`src/rtl/mu_pkg.sv`:
```
// Package: register offsets and shared constants for the mini UART front-end.
// Assumes an 8-bit byte offset inside a 256-byte register window.
package mu_pkg;
    localparam int          ADDR_W     = 8;
    localparam int          DATA_W     = 32;
    localparam logic [7:0]  OFS_IRQSUM = 8'h00;
    localparam logic [7:0]  OFS_ENABLE = 8'h04;
    localparam logic [7:0]  OFS_DATA   = 8'h40;
    localparam logic [7:0]  OFS_IEN    = 8'h44;
    localparam logic [7:0]  OFS_IDENT  = 8'h48;
    localparam logic [7:0]  OFS_LSTAT  = 8'h54;
    localparam logic [7:0]  OFS_CTRL   = 8'h60;
    localparam logic [7:0]  OFS_XSTAT  = 8'h64;
    localparam logic [31:0] IDENT_BASE = 32'h0000_00C0;
    localparam logic [31:0] IEN_BASE   = 32'h0000_00C0;
    localparam logic [31:0] LSTAT_BASE = 32'h0000_0060;
    localparam logic [31:0] XSTAT_BASE = 32'h0000_030E;
    localparam logic [31:0] CTRL_VAL   = 32'h0000_0003;
    localparam logic [31:0] ENABLE_VAL = 32'h0000_0001;
    localparam int          XSTAT_CNT_LSB = 16;

    // Decoded bus strobes for one cycle
    typedef struct packed {
        logic pop;
        logic flush;
        logic ien_we;
        logic tx_we;
    } mu_strobe_t;
endpackage

```
`src/rtl/mu_rxfifo.sv`:
```
// Circular receive buffer: a read pointer and a fill count; the write slot is
// pointer plus count modulo DEPTH. Flush zeroes the count and wins over a push.
// Pop while empty leaves all state unchanged. Storage is not reset.
module mu_rxfifo #(
    parameter int DEPTH = 8,
    parameter int PW    = (DEPTH > 1) ? $clog2(DEPTH) : 1,
    parameter int CW    = $clog2(DEPTH + 1)
) (
    input  logic          clk,
    input  logic          rst_n,
    input  logic          push,
    input  logic [7:0]    push_byte,
    input  logic          pop,
    input  logic          flush,
    output logic [7:0]    head_byte,
    output logic [CW-1:0] count,
    output logic [PW-1:0] rd_ptr,
    output logic          has_room
);
    localparam logic [CW-1:0] DEPTH_C = CW'(DEPTH);
    localparam logic [CW:0]   DEPTH_X = (CW+1)'(DEPTH);

    logic [7:0]    store [DEPTH];
    logic [CW:0]   slot_sum;
    logic [PW-1:0] wr_slot;
    logic [PW-1:0] ptr_next;
    logic          push_ok;
    logic          pop_ok;

    // Qualify the handshake and the pop
    always_comb begin
        has_room = (count < DEPTH_C);
        push_ok  = push && has_room && !flush;
        pop_ok   = pop && (count != '0);
    end

    // Write slot and next read pointer, both wrapped at DEPTH
    always_comb begin
        slot_sum = (CW+1)'(rd_ptr) + (CW+1)'(count);
        if (slot_sum >= DEPTH_X) begin
            slot_sum = slot_sum - DEPTH_X;
        end
        wr_slot = PW'(slot_sum);
        if (rd_ptr == PW'(DEPTH - 1)) begin
            ptr_next = '0;
        end else begin
            ptr_next = rd_ptr + PW'(1);
        end
    end

    // Pointer and count update
    always_ff @(posedge clk) begin
        if (!rst_n) begin
            rd_ptr <= '0;
            count  <= '0;
        end else if (flush) begin
            count <= '0;
        end else begin
            if (pop_ok) begin
                rd_ptr <= ptr_next;
            end
            case ({push_ok, pop_ok})
                2'b10:   count <= count + CW'(1);
                2'b01:   count <= count - CW'(1);
                default: count <= count;
            endcase
        end
    end

    // Byte storage
    always_ff @(posedge clk) begin
        if (push_ok) begin
            store[wr_slot] <= push_byte;
        end
    end

    assign head_byte = store[rd_ptr];
endmodule

```
`src/rtl/mu_irqctl.sv`:
```
// Interrupt enable register and pending logic. Receive pends while enabled and
// data is present; transmit pends whenever enabled. Output is the OR.
module mu_irqctl (
    input  logic       clk,
    input  logic       rst_n,
    input  logic       ien_we,
    input  logic [1:0] ien_wdata,
    input  logic       nonempty,
    output logic [1:0] ien,
    output logic       irq
);
    logic rx_pend;
    logic tx_pend;

    // Enable register, only the two defined bits are kept
    always_ff @(posedge clk) begin
        if (!rst_n) begin
            ien <= 2'b00;
        end else if (ien_we) begin
            ien <= ien_wdata;
        end
    end

    // Pending sources and the level output
    always_comb begin
        rx_pend = ien[0] && nonempty;
        tx_pend = ien[1];
        irq     = rx_pend || tx_pend;
    end
endmodule

```
`src/rtl/mu_rdmux.sv`:
```
// Read data composition. Fixed constants plus live flags; zero for unmapped
// offsets and when no full-word read is in progress.
module mu_rdmux #(
    parameter int CW = 4
) (
    input  logic          rd_en,
    input  logic [7:0]    addr,
    input  logic          irq,
    input  logic [1:0]    ien,
    input  logic [7:0]    head_byte,
    input  logic [CW-1:0] count,
    output logic [31:0]   rdata
);
    import mu_pkg::*;

    logic nonempty;

    // Select the word for the addressed register
    always_comb begin
        nonempty = (count != '0);
        rdata    = '0;
        if (rd_en) begin
            case (addr)
                OFS_IRQSUM: rdata = {31'b0, irq};
                OFS_ENABLE: rdata = ENABLE_VAL;
                OFS_DATA:   rdata = {24'b0, head_byte};
                OFS_IEN:    rdata = IEN_BASE | {30'b0, ien};
                OFS_IDENT:  rdata = IDENT_BASE
                                  | (nonempty ? 32'h4 : 32'h2)
                                  | {31'b0, !irq};
                OFS_LSTAT:  rdata = LSTAT_BASE | {31'b0, nonempty};
                OFS_CTRL:   rdata = CTRL_VAL;
                OFS_XSTAT:  rdata = nonempty
                                  ? (XSTAT_BASE | 32'h1 | (32'(count) << XSTAT_CNT_LSB))
                                  : XSTAT_BASE;
                default:    rdata = '0;
            endcase
        end
    end
endmodule

```
`src/rtl/mu_regfront.sv`:
```
// Mini UART register front-end top. Decodes full-word bus accesses, feeds the
// receive buffer, keeps the interrupt enables and registers the transmit strobe.
// Assumes one access per cycle and reads without wait states.
module mu_regfront #(
    parameter int DEPTH = 8
) (
    input  logic        clk,
    input  logic        rst_n,
    input  logic        bus_sel,
    input  logic        bus_wr,
    input  logic [7:0]  bus_addr,
    input  logic [3:0]  bus_be,
    input  logic [31:0] bus_wdata,
    output logic [31:0] bus_rdata,
    input  logic        rx_valid,
    input  logic [7:0]  rx_byte,
    output logic        rx_ready,
    output logic        tx_strobe,
    output logic [7:0]  tx_byte,
    output logic        irq
);
    import mu_pkg::*;

    localparam int PW = (DEPTH > 1) ? $clog2(DEPTH) : 1;
    localparam int CW = $clog2(DEPTH + 1);

    logic          acc_full;
    logic          rd_en;
    logic          wr_en;
    mu_strobe_t    stb;
    logic [7:0]    head_byte;
    logic [CW-1:0] count;
    logic [PW-1:0] rd_ptr;
    logic [1:0]    ien;
    logic          unused_wbits;

    assign unused_wbits = ^bus_wdata[31:8];

    // Full-word access decode into per-register strobes
    always_comb begin
        acc_full   = bus_sel && (bus_be == 4'hF);
        rd_en      = acc_full && !bus_wr;
        wr_en      = acc_full && bus_wr;
        stb.pop    = rd_en && (bus_addr == OFS_DATA);
        stb.flush  = wr_en && (bus_addr == OFS_IDENT) && bus_wdata[1];
        stb.ien_we = wr_en && (bus_addr == OFS_IEN);
        stb.tx_we  = wr_en && (bus_addr == OFS_DATA);
    end

    mu_rxfifo #(.DEPTH(DEPTH), .PW(PW), .CW(CW)) i_rxfifo (
        .clk       (clk),
        .rst_n     (rst_n),
        .push      (rx_valid),
        .push_byte (rx_byte),
        .pop       (stb.pop),
        .flush     (stb.flush),
        .head_byte (head_byte),
        .count     (count),
        .rd_ptr    (rd_ptr),
        .has_room  (rx_ready)
    );

    mu_irqctl i_irqctl (
        .clk       (clk),
        .rst_n     (rst_n),
        .ien_we    (stb.ien_we),
        .ien_wdata (bus_wdata[1:0]),
        .nonempty  (count != '0),
        .ien       (ien),
        .irq       (irq)
    );

    mu_rdmux #(.CW(CW)) i_rdmux (
        .rd_en     (rd_en),
        .addr      (bus_addr),
        .irq       (irq),
        .ien       (ien),
        .head_byte (head_byte),
        .count     (count),
        .rdata     (bus_rdata)
    );

    // Transmit strobe: one cycle after a data write, byte held until the next
    always_ff @(posedge clk) begin
        if (!rst_n) begin
            tx_strobe <= 1'b0;
            tx_byte   <= 8'h00;
        end else begin
            tx_strobe <= stb.tx_we;
            if (stb.tx_we) begin
                tx_byte <= bus_wdata[7:0];
            end
        end
    end
endmodule

```
`config.mk`:
```
export PLATFORM = sky130hd
export DESIGN_NAME = mu_regfront
export DESIGN_NICKNAME = d
export VERILOG_FILES = /design/src/rtl/mu_pkg.sv /design/src/rtl/mu_rxfifo.sv /design/src/rtl/mu_irqctl.sv /design/src/rtl/mu_rdmux.sv /design/src/rtl/mu_regfront.sv
export SDC_FILE = /design/constraint.sdc
export NUM_CORES = 1
export LEC_CHECK = 0
export CAP_MARGIN = 20
export CORE_ASPECT_RATIO = 1.2
export CORE_UTILIZATION = 25
export DETAILED_ROUTE_END_ITERATION = 10
export SKIP_LAST_GASP = 1
export SYNTH_ARGS = -nofsm -noshare
export SYNTH_HDL_FRONTEND = slang
export SYNTH_HIERARCHICAL = 1
export SYNTH_SLANG_ARGS = --single-unit
```
`constraint.sdc`:
```
create_clock -name clk -period 4.7 [get_ports clk]
set_input_delay 0.94 -clock clk [delete_from_list [all_inputs] [get_ports clk]]
set_output_delay 0.94 -clock clk [all_outputs]
set_load 0.005 [all_outputs]
```
==> results.py, run 1 <==
metrics = {
    "outcome": {
        "status": "finished clean",
    },
    "timing": {
        "fin_crit_sh_pct": 91.8,
        "fin_skew_ps": 5.37,
        "tightest_slew_ps": 874,
        "slew_violations": 0,
        "tns_ps": 0,
        "min_period_ps": 4310,
        "fmax_ghz": 0.232,
        "setup_viol": 0,
        "slew_headroom_pct": 41.6,
        "setup_ws_ps": 386,
        "hold_viol": 0,
        "rsz0062_at_grt": "false",
    },
    "worst_hold_path": {
        "hold_path_class": "reg -> reg",
    },
    "setup_path": {
        "critPathKind": "in -> out",
        "max_stage_delay_ps": 590,
        "cp.arrival_ps": 3370,
        "cp_cell_sequence": "clkdlybuf4s50_1 > and3_1 > and3_1 > inv_1 > or3_1 > nor4_1 > clkdlybuf4s50_1",
        "cp_max_fo": 4,
        "cp-start-kind": "input port",
        "required_ps": 3760,
        "cp-end-kind": "output port",
        "crit_slowest_cell": "clkdlybuf4s50_1",
    },
    "clock_network": {
        "tritoncts": "yes",
        "cts.sinks": 85,
        "clk_latency_ps": 340,
        "ctsResizeCount": 0,
        "hold_buffers": 0,
        "cts_setup_buffers": 0,
        "h-tree-depth": 3,
        "root_buffer": "clkbuf_16",
        "path_clk_slew_ps": 60,
        "numCtsBuffers": 9,
        "cts_buffer_depth": 2,
    },
    "synth": {
        "synth-seq-cells": 85,
        "synthFlopType": "edfxtp_1",
        "synth-edff-count": 64,
        "yosysWarningCount": 6,
        "seq_area_frac_synth_pct": 56.4,
        "synthTopCellsByArea": "edfxtp_1 46%, dfxtp_1 10%, mux4_2 8.7%",
        "ys_async_sr_fraction_pct": 0,
        "synth_cell_type_count": 55,
        "synth_top_cell_by_area": "edfxtp_1",
        "yosys.area.top_type_share_pct": 46.3,
        "syn_area_sq_um": 4150,
        "synth_cells": 309,
        "avgSynthCellArea_sq_um": 13.4,
    },
    "power_and_ir_drop": {
        "power.density_nw_per_um2": 333,
        "power_frac_clock_pct": 45.7,
        "switching_share_pct": 20.1,
        "pwr-share-seq_pct": 47.4,
        "irDropWorstVdd_v": 0.000204,
        "p_leak_nw": 1.75,
        "power.switching_mw": 0.353,
        "p_comb_share_pct": 6.8,
        "p_int_mw": 1.40,
    },
    "detailed_routing": {
        "routed_wirelength_microns": 8910,
        "drc": 0,
        "vias": 2597,
        "ant_nets": 0,
        "wl_per_cell_microns": 15.1,
        "firstDrtPassIters": 4,
        "drtIter0Drc": 197,
        "vias_per_cell": 4.41,
    },
    "die": {
        "coreArea_sq_um": 16200,
        "start_util_pct": 25.6,
        "die-area_sq_um": 17100,
        "placementRows": 51,
        "dieHeight_microns": 143,
        "io_pins": 100,
        "fp.dieW_microns": 120,
    },
    "global_routing": {
        "grt.overflow.total": 0,
        "grt_usage_pct": 11.0,
        "antenna_found_initial": 0,
        "grt_pass1_wl_microns": 14300,
        "grt_pass1_vias": 2697,
        "grt_max_degree": 24,
    },
    "place": {
        "pre_cts_slack_ps": 358,
        "place_hpwl_microns": 6200,
        "place_congestion": 0.847,
        "numPortBuffers": 57,
    },
    "final_layout": {
        "layout_commonest_cell": "edfxtp_1",
        "area_delta_synth_final_pct": 26.5,
        "layout.nets": 437,
        "drive_gt1_share_pct": 17.2,
        "mostFrequentLayoutCells": "64 x edfxtp_1, 57 x clkdlybuf4s50_1, 25 x nand2_1",
        "num-fill-cells": 1600,
        "diodes": 0,
    },
    "run": {
        "max-cap-violations": 0,
    },
}
cell type report:
cell class	count	area, sq um	share of cell area (%)
clock buffer	10	229	4.36
clock inverter	5	108	2.05
inverter	7	26.3	0.500
multi-input combinational	199	1610	30.6
sequential	85	2340	44.6
tap	212	265	5.05
timing repair buffer	71	676	12.9
critical path, delay by kind of cell:
family	cells	cell delay, ps
AND/OR/NAND/NOR	4	1310
buffers and inverters	3	1130
registers in the layout (all words and copies together), names as in the netlist, named ones only:
register,cells
tx_byte,8
i_rxfifo/rd_ptr,3
i_rxfifo/store,64
i_rxfifo/count,4
tx_strobe,1
i_irqctl/ien,2
power by group through the flow:
| stage | Clock (mW) | Sequential, mW | Combinational [mW] |
|---|---|---|---|
| finish | 0.801 | 0.832 | 0.120 |
| global route | 0.854 | 0.833 | 0.132 |
| CTS | 0.819 | 0.832 | 0.120 |
| detailed placement | 0 | 0.848 | 0.119 |
| global placement | 0 | 0.846 | 0.116 |
| floorplan | 0 | 0.845 | 0.0717 |
Yosys cell counts, drive strengths merged, types with 3 or more instances:
library cell,n
edfxtp,64
buf,30
nand2,25
dfxtp,21
nor2,20
mux4,16
mux2i,15
nor4,9
mux2,8
inv,7
nor2b,7
a21oi,6
ha,6
nand2b,6
a21o,5
and2,5
clkbuf,5
o21ai,5
and3,4
nand3,4
nor3,4
xor2,4
nand3b,3
or3,3
kinds of logic after synthesis:
logic type / count (synthesis) / synth area share [%]
compound gates: 28 / 5.33
xor+xnor: 6 / 1.27
fa+ha+maj: 7 / 2.29
buf+inv: 42 / 6.39
flops: 85 / 56.4
mux: 39 / 14.5
other cells: 1 / 0.0903
simple gates: 101 / 13.8
path summary, 6_finish.rpt:
kind / start / endpoint / slack [ps] / depth (start not counted)
max: bus_sel / bus_rdata[4] / 390 / 7
min: tx_byte[3]$_SDFFE_PN0P_ / tx_byte[3]$_SDFFE_PN0P_ / 460 / 2
max reg2reg: i_rxfifo/count[3]$_SDFFE_PP0P_ / i_rxfifo/count[2]$_SDFFE_PP0P_ / 2340 / 8
min reg2reg: tx_byte[3]$_SDFFE_PN0P_ / tx_byte[3]$_SDFFE_PN0P_ / 460 / 2
metal layers:
metal / global-route usage [%] / vias to the layer above / share of wire [%]
li1: - / 1244 / -
met1: 13.4 / 1235 / 44
met2: 18.3 / 104 / 48
met3: 2.96 / 14 / 6.2
met4: 4.80 / 0 / 1.8
met5: 0 / - / 0
stage by stage:
step | power [mW] | util (%) | instances | cell area [sq um] | hold slack (ps)
final | 1.75 | 32.4 | 589 | 5260 | 455
after global routing | 1.82 | 32.4 | 589 | 5260 | 483
after CTS | 1.77 | 32.4 | 589 | 5260 | 458
after detailed placement | 0.967 | 30.4 | 574 | 4920 | 448
after global placement | 0.963 | 30.4 | 574 | 4920 | 443
after floorplan | 0.917 | - | 326 | 4220 | 451
Power figures use the tool's default switching activity.
==> run 2: changes to the inputs <==
ABC_AREA = 1   (was not set)
CTS_CLUSTER_DIAMETER = 80   (was not set)
SETUP_SLACK_MARGIN = 0.1   (was not set)
==> results.py, run 2 <==
metrics = {
    "outcome": {
        "status": "finished clean",
    },
    "timing": {
        "fin_skew_ps": 8.62,
        "fmax_ghz": 0.245,
        "min_period_ps": 4090,
        "slew_violations": 0,
        "hold_slack_ps": 485,
        "tns_ps": 0,
        "hold_viol": 0,
        "setup_viol": 0,
        "tightest_slew_ps": 981,
        "fin_crit_sh_pct": 87.0,
        "rsz0062_at_grt": "false",
        "slew_headroom_pct": 34.4,
    },
    "setup_path": {
        "crit_end": "bus_rdata[7]",
        "r2r_start": "i_rxfifo/count[0]$_SDFFE_PP0P_",
        "critPathKind": "in -> out",
        "startpoint": "bus_be[1]",
        "ff2ff_path_depth": 6,
        "regToRegEndpoint": "i_rxfifo/store[2][0]$_DFFE_PP_",
        "required_ps": 3760,
        "r2r_slack_ps": 2020,
        "cp-end-kind": "output port",
        "cp.arrival_ps": 3150,
        "cp-start-kind": "input port",
        "cp_max_fo": 6,
    },
    "final_layout": {
        "post-route-util_pct": 31.4,
        "mostFrequentLayoutCells": "87 x nand2_1, 83 x nor2_1, 64 x edfxtp_1",
        "diodes": 0,
        "layout_commonest_cell": "nand2_1",
        "drive_gt1_share_pct": 10.1,
        "reg_top3": "i_rxfifo/store (64), tx_byte (8), i_rxfifo/count (4)",
        "seq_area_sq_um": 2340,
        "top_register": "i_rxfifo/store",
        "layout.nets": 595,
        "final_cell_area_sq_um": 5310,
        "area_delta_synth_final_pct": 22.3,
        "multi_input_area_sq_um": 1630,
        "largest_reg_flops": 64,
        "num-fill-cells": 1786,
    },
    "synth": {
        "synthFlopType": "edfxtp_1",
        "synth_top_family_by_area": "simple AND/OR/NAND/NOR gates",
        "ys_async_sr_fraction_pct": 0,
        "seq_area_frac_synth_pct": 53.9,
        "synthAdderAreaFrac_pct": 2.19,
        "synth_xor_area_share_pct": 1.01,
        "syn_area_sq_um": 4340,
        "synth-seq-cells": 85,
        "avgSynthCellArea_sq_um": 9.20,
        "synth_cells": 472,
        "synth_cell_type_count": 37,
        "yosysWarningCount": 6,
        "synthTopCellsByArea": "edfxtp_1 44%, dfxtp_1 9.7%, nand2_1 7.5%",
        "synth.most_common_cell": "nand2_1",
        "synth_top_cell_by_area": "edfxtp_1",
        "synth-edff-count": 64,
        "synth_simple_gate_area_share_pct": 24.4,
        "synth_compound_area_share_pct": 6.63,
        "synthMuxAreaShare_pct": 1.84,
        "yosys.area.top_type_share_pct": 44.3,
        "synth_common_cells": "87 x nand2_1, 83 x nor2_1, 64 x edfxtp_1",
    },
    "global_routing": {
        "antenna_found_initial": 0,
        "met3_usage_pct": 2.89,
        "met2_usage_pct": 18.9,
        "grt.overflow.total": 0,
        "grt_max_degree": 25,
        "grt.busiest_layer": "met2",
        "grt_usage_pct": 11.5,
        "grt_pass1_vias": 3032,
        "grt_util_met1_pct": 14.2,
        "grt_pass1_wl_microns": 15600,
    },
    "clock_network": {
        "hold_buffers": 0,
        "cts.sinks": 85,
        "cts_setup_buffers": 0,
        "clk_latency_ps": 340,
        "root_buffer": "clkbuf_16",
        "path_clk_slew_ps": 70,
        "numCtsBuffers": 9,
        "h-tree-depth": 3,
        "tritoncts": "yes",
        "cts_buffer_depth": 2,
        "ctsResizeCount": 0,
    },
    "place": {
        "dpl_cell_area_sq_um": 5030,
        "numPortBuffers": 57,
        "place_hpwl_microns": 6810,
        "place_congestion": 0.796,
    },
    "die": {
        "dieHeight_microns": 146,
        "start_util_pct": 25.7,
        "coreArea_sq_um": 16900,
        "placementRows": 52,
        "io_pins": 100,
        "die-area_sq_um": 17900,
        "fp.dieW_microns": 122,
    },
    "power_and_ir_drop": {
        "fin_total_pwr_mw": 1.65,
        "irDropWorstVdd_v": 0.000142,
        "power.density_nw_per_um2": 310,
        "p_leak_nw": 2.06,
    },
    "run": {
        "max-cap-violations": 0,
    },
    "detailed_routing": {
        "firstDrtPassIters": 4,
        "ant_nets": 0,
        "wl_per_cell_microns": 12.8,
        "drc": 0,
        "vias_per_cell": 4.27,
        "routed_wirelength_microns": 9640,
        "drtIter0Drc": 153,
        "vias": 3211,
    },
    "worst_hold_path": {
        "hold_path_class": "reg -> reg",
        "hold_start": "tx_byte[7]$_SDFFE_PN0P_",
        "hold_depth": 2,
    },
}
[run 2: changes by cell type after synthesis, moves of 9 or more]
cell | previous run | this run
nor2_1 | 20 | 83
nand2_1 | 25 | 87
inv_1 | 7 | 40
nand3_1 | 4 | 28
o21ai_0 | 3 | 20
mux4_2 | 16 | 0
o21ai_1 | 1 | 14
nor2_2 | 0 | 10
inv_2 | 0 | 9
[run 2: per-layer routing]
| metal | part of all wire, % | vias up |
|---|---|---|
| met1 | 44 | 1487 |
| met3 | 4.2 | 12 |
| met2 | 50 | 80 |
| met4 | 2.0 | 0 |
| met5 | 0 | - |
| li1 | - | 1632 |
[run 2: metrics by stage]
| stage | instances | worst slack, ps |
|---|---|---|
| finish | 752 | 610 |
| CTS | 752 | 562 |
| detailed placement | 736 | 563 |
| floorplan | 489 | 1920 |
| global placement | 736 | 561 |
| global route | 752 | 449 |
[run 2: where the power goes]
group          internal (mW)  switching, mW
registers              0.828         0.0108
logic                 0.0515         0.0797
clock network          0.369          0.310
[run 2: critical path, stage by stage]
cell and delay, ps:
clkdlybuf4s50_1 470, nand2_2 80, nor2_2 150, nand2_1 90
nor2_1 310, inv_1 230, a31oi_1 310, clkdlybuf4s50_1 560
[run 2: layout make-up]
type | count | share of cell area, %
inverters | 49 | 3.46
well taps | 216 | 5.09
clock buffers | 10 | 4.31
multi-input cells | 325 | 30.7
repair buffers | 61 | 11.3
flip-flops and latches | 85 | 44.1
clock inverters | 6 | 0.966
[run 2: how the worst min path moves through the flow]
stage	end	slack (ps)
2_1_floorplan	i_irqctl/ien[0]$_SDFFE_PN0P_	460
3_3_place_gp	tx_byte[6]$_SDFFE_PN0P_	460
3_5_place_dp	tx_byte[2]$_SDFFE_PN0P_	470
4_1_cts	tx_byte[2]$_SDFFE_PN0P_	490
5_1_grt	tx_byte[6]$_SDFFE_PN0P_	520
6_report	tx_byte[7]$_SDFFE_PN0P_	480
[run 2: logic make-up after synthesis]
logic type,after synthesis
xor gates and xnor gates,5
and+or+nand+nor,233
muxes,8
adders and majority gates,7
other,1
AOI/OAI and AO/OA,54
buffers and inverters,79
DFF,85
